===== config.mk =====
export PLATFORM = sky130hd
export DESIGN_NAME = supv_reset_gen
export DESIGN_NICKNAME = d
export VERILOG_FILES = /design/src/rtl/supv_reset_gen.sv
export SDC_FILE = /design/constraint.sdc
export NUM_CORES = 1
export LEC_CHECK = 0
export ABC_AREA = 1
export ABC_CLOCK_PERIOD_IN_PS = 3700
export CAP_MARGIN = 20
export CORE_MARGIN = 2
export CORE_UTILIZATION = 40
export CTS_CLUSTER_SIZE = 20
export DETAILED_ROUTE_END_ITERATION = 12
export GPL_ROUTABILITY_DRIVEN = 0
export PLACE_DENSITY = 0.57
export SKIP_LAST_GASP = 1
export SLEW_MARGIN = 20
export SYNTH_ARGS = -nofsm -noshare
export SYNTH_HDL_FRONTEND = slang
export SYNTH_SLANG_ARGS = --single-unit

===== constraint.sdc =====
create_clock -name clk -period 3.7 [get_ports clk]
set_input_delay 0.74 -clock clk [delete_from_list [all_inputs] [get_ports clk]]
set_output_delay 0.74 -clock clk [all_outputs]
set_load 0.005 [all_outputs]

===== src/rtl/supv_reset_gen.sv =====
module supv_reset_gen #(
  parameter int DELAY_TICKS = 200
) (
  input  logic clk,
  input  logic por_n_i,
  input  logic supply_low_i,
  input  logic man_rst_n_i,
  input  logic ms_tick_i,
  output logic rst_o,
  output logic rst_n_o,
  output logic rel_o
);

  localparam int CNT_W = $clog2(DELAY_TICKS + 1);
  localparam logic [CNT_W-1:0] TERM = CNT_W'(DELAY_TICKS);

  logic             mr_s1, mr_s2;
  logic [CNT_W-1:0] cnt, cnt_nx;
  logic             cause, done_nx;

  always_ff @(posedge clk or negedge por_n_i)
    if (!por_n_i) begin
      mr_s1 <= 1'b1;
      mr_s2 <= 1'b1;
    end else begin
      mr_s1 <= man_rst_n_i;
      mr_s2 <= mr_s1;
    end

  assign cause   = supply_low_i | ~mr_s2;
  assign cnt_nx  = cause ? '0 :
                   (ms_tick_i && cnt != TERM) ? cnt + CNT_W'(1) : cnt;
  assign done_nx = (cnt_nx == TERM);

  always_ff @(posedge clk or negedge por_n_i)
    if (!por_n_i) begin
      cnt     <= '0;
      rst_o   <= 1'b1;
      rst_n_o <= 1'b0;
      rel_o   <= 1'b0;
    end else begin
      cnt     <= cnt_nx;
      rst_o   <= ~done_nx;
      rst_n_o <= done_nx;
      rel_o   <= rst_o & done_nx;
    end

  p_supply_hold_r1: assert property (@(posedge clk) disable iff (!por_n_i)
    supply_low_i |=> (rst_o && cnt == '0));

  p_manual_hold_r2: assert property (@(posedge clk) disable iff (!por_n_i)
    !mr_s2 |=> rst_o);

  p_release_on_tick_r3: assert property (@(posedge clk) disable iff (!por_n_i)
    $fell(rst_o) |-> $past(ms_tick_i));

  p_restart_r4: assert property (@(posedge clk) disable iff (!por_n_i)
    cause |=> (cnt == '0));

  p_complement_r6: assert property (@(posedge clk) disable iff (!por_n_i)
    rst_n_o == !rst_o);

  p_strobe_fall_r8: assert property (@(posedge clk) disable iff (!por_n_i)
    rel_o |-> $fell(rst_o));

  p_fall_strobe_r8: assert property (@(posedge clk) disable iff (!por_n_i)
    $fell(rst_o) |-> rel_o);

  p_stay_released_r9: assert property (@(posedge clk) disable iff (!por_n_i)
    (!rst_o && !cause) |=> !rst_o);

  p_no_overflow_r9: assert property (@(posedge clk) disable iff (!por_n_i)
    cnt <= TERM);

endmodule


==> impl_metrics.csv <==
group,metric,value,unit
worst_setup_path,criticalPathCategory,"reg2out",
layout,fin_area,882,sq um
detailed_routing,firstDrtPassIters,4,
clocking,cts_setup_buffers,0,
worst_setup_path,crit_family,"flip-flops",
timing,min_period,2030,ps
floorplan,start_util,43.2,%
worst_setup_path,cp.required,2960,ps
synthesis,synth-main-ff-cell,"dfrtp_1",
timing,setup_viol,0,
detailed_routing,first_iter_violations,21,
clocking,clock_path_buffers,2,
timing,setup_tns,0,ps
min_path,min_path_type,"reg2reg",
clocking,path_clk_slew,70,ps
synthesis,ys_seq_area_share,43.2,%
timing,hold_viol,0,
floorplan,core_area,1760,sq um
worst_setup_path,cp_cell_sequence,"clkdlybuf4s50_1",
worst_setup_path,crit_fanout,2,
pwr,p_per_area,281,nW/um^2
synthesis,ys_ff_latch,13,
detailed_routing,vias,608,
synthesis,synth_area,762,sq um
detailed_routing,wl_per_cell,9.61,microns
timing,worst_slew_pin_slew,549,ps
timing,max_freq,492,MHz
placed_design,dp_cells,134,
layout,drive_gt1_share,15.9,%
global_route,antenna_found_initial,0,
layout,diodes,0,
placed_design,io_buffer_count,7,
worst_setup_path,crit_buf_inv,1,
synthesis,yosysTopAreaCellShare,32.8,%
floorplan,ioPinCount,8,
worst_setup_path,cp_slowest_stage_delay,530,ps
synthesis,synth_cell_type_count,17,
floorplan,fp.dieW,47.6,microns
detailed_routing,drc,0,
synthesis,yosysMostFrequentCell,"nand2_1",
pwr,power_leakage,0.000491,uW
clocking,htreeDepth,1,
global_route,grt.overflow.total,0,
pwr,vdd_drop_max,159,uV
worst_setup_path,crit_path_top_delay_cell,"dfstp_2",
worst_setup_path,crit_path_end_kind,"output port",
timing,slew_headroom,63.3,%
clocking,cts.sinks,13,
worst_setup_path,critPathArrivalTime,1290,ps
worst_setup_path,cp-start-kind,"register",
synthesis,synth.top_cells.by_count,"32 x nand2_1, 21 x inv_1, 14 x nand3_1",
placed_design,hpwl,1060,microns
synthesis,syn_inst,103,
synthesis,ys_warn_count,0,
detailed_routing,routed_wl,1330,microns
timing,rsz0062_at_grt,"false",
floorplan,dieArea,2270,sq um
layout,nFillCells,190,
layout,stdcell_count,138,
clocking,cts_resized,0,
placed_design,place_area,856,sq um
clocking,root_buffer,"clkbuf_4",
timing,drv_slew,0,
floorplan,die_h,47.6,microns
detailed_routing,drt-vias-per-instance,4.41,
synthesis,synthArstFlopShare,100,%
layout,final_util,50.0,%
run_status,status,"finished, final reports clean",
clocking,clock_latency,270,ps
detailed_routing,antenna_left,0,
synthesis,syn_nets,110,
synthesis,synth_edf_count,0,
timing,timing.final.crit_share,55.0,%
clocking,cts_buffers,3,
layout,layout.nets,121,
global_route,grt_pass1_vias,554,
synthesis,netlist_top_cells_area,"dfrtp_1 33%, nand2_1 16%, dfstp_2 10%",
synthesis,synth_top_area_cell,"dfrtp_1",
global_route,grt_max_degree,14,
global_route,grt_util_all_layers,14.9,%
timing,fin_worst_skew,2.12,ps
layout,syn_to_final_growth,15.8,%
floorplan,core.rowCount,15,
global_route,grt_pass1_wl,2290,microns
clocking,holdBufCountCts,0,
pwr,total_power,248,uW
job,cap_violations,0,
synthesis,postSynthAreaPerCell,7.40,sq um
clocking,cts_tree,"yes",
## state kept, by name, indices dropped and copies added (netlist names)
| signal | cells |
|---|---|
| cnt | 8 |
| mr_s1 | 1 |
| mr_s2 | 1 |
| rel_o | 1 |
| rst_n_o | 1 |
| rst_o | 1 |
## metrics by stage
stage,hold slack [ps],worst slack (ps)
final,359,1670
after global routing,363,1530
after CTS,361,1650
after detailed placement,350,1400
after global placement,347,1430
after floorplan,345,2070
## cell usage in the layout, fill, tap and decap left out, types with 2 or more instances in the layout
cell type	netlist	routed
clkbuf_4	0	3
clkdlybuf4s50_1	0	7
dfrtp_1	10	10
dfstp_2	3	3
ha_1	2	2
inv_1	21	21
nand2_1	32	32
nand2_2	2	2
nand2_4	2	2
nand3_1	14	14
nand4_1	2	2
nor2_1	4	4
nor2_2	5	5
## layer usage
metal,wire length [microns],track usage (%)
met4,9,8.11
met5,0,0
met3,49,1.89
met2,633,23.2
met1,634,20.3
## cell families (layout without fill, tap and decap cells)
| kind of cell | count (synthesis) | after routing | synth area share [%] |
|---|---|---|---|
| simple gates | 63 | 63 | 40.1 |
| flops | 13 | 13 | 43.2 |
| buf+inv | 23 | 33 | 11.8 |
| fa+ha+maj | 2 | 2 | 3.28 |
| compound gates | 2 | 2 | 1.64 |
## report_power, final
| part | internal (uW) | total [uW] | switching (uW) |
|---|---|---|---|
| Clock | 41.7 | 83.7 | 42.0 |
| Combinational | 7.22 | 18.2 | 11.0 |
| Sequential | 145 | 146 | 1.26 |
| Total | 194 | 248 | 54.3 |
## cell type report
cell class / count / area (sq um) / area share, %
inverter: 22 / 82.6 / 9.36
tap: 25 / 31.3 / 3.55
multi-input combinational: 67 / 343 / 38.9
timing repair buffer: 7 / 70.1 / 7.94
sequential: 13 / 329 / 37.3
clock buffer: 4 / 26.3 / 2.98
## path summary, 6_finish.rpt
kind	endpoint	slack (ps)	from	cells past startpoint
max in group asynchronous	mr_s2	2510	por_n_i	1
min in group asynchronous	rel_o	830	por_n_i	1
worst min register to register	mr_s2	360	mr_s1	0
worst max register to register	rel_o	2050	cnt[0]	11
worst max-delay path	rst_o	1670	rst_o	1
worst min-delay path	mr_s2	360	mr_s1	0
No activity file was read; power rests on OpenSTA's default activity.
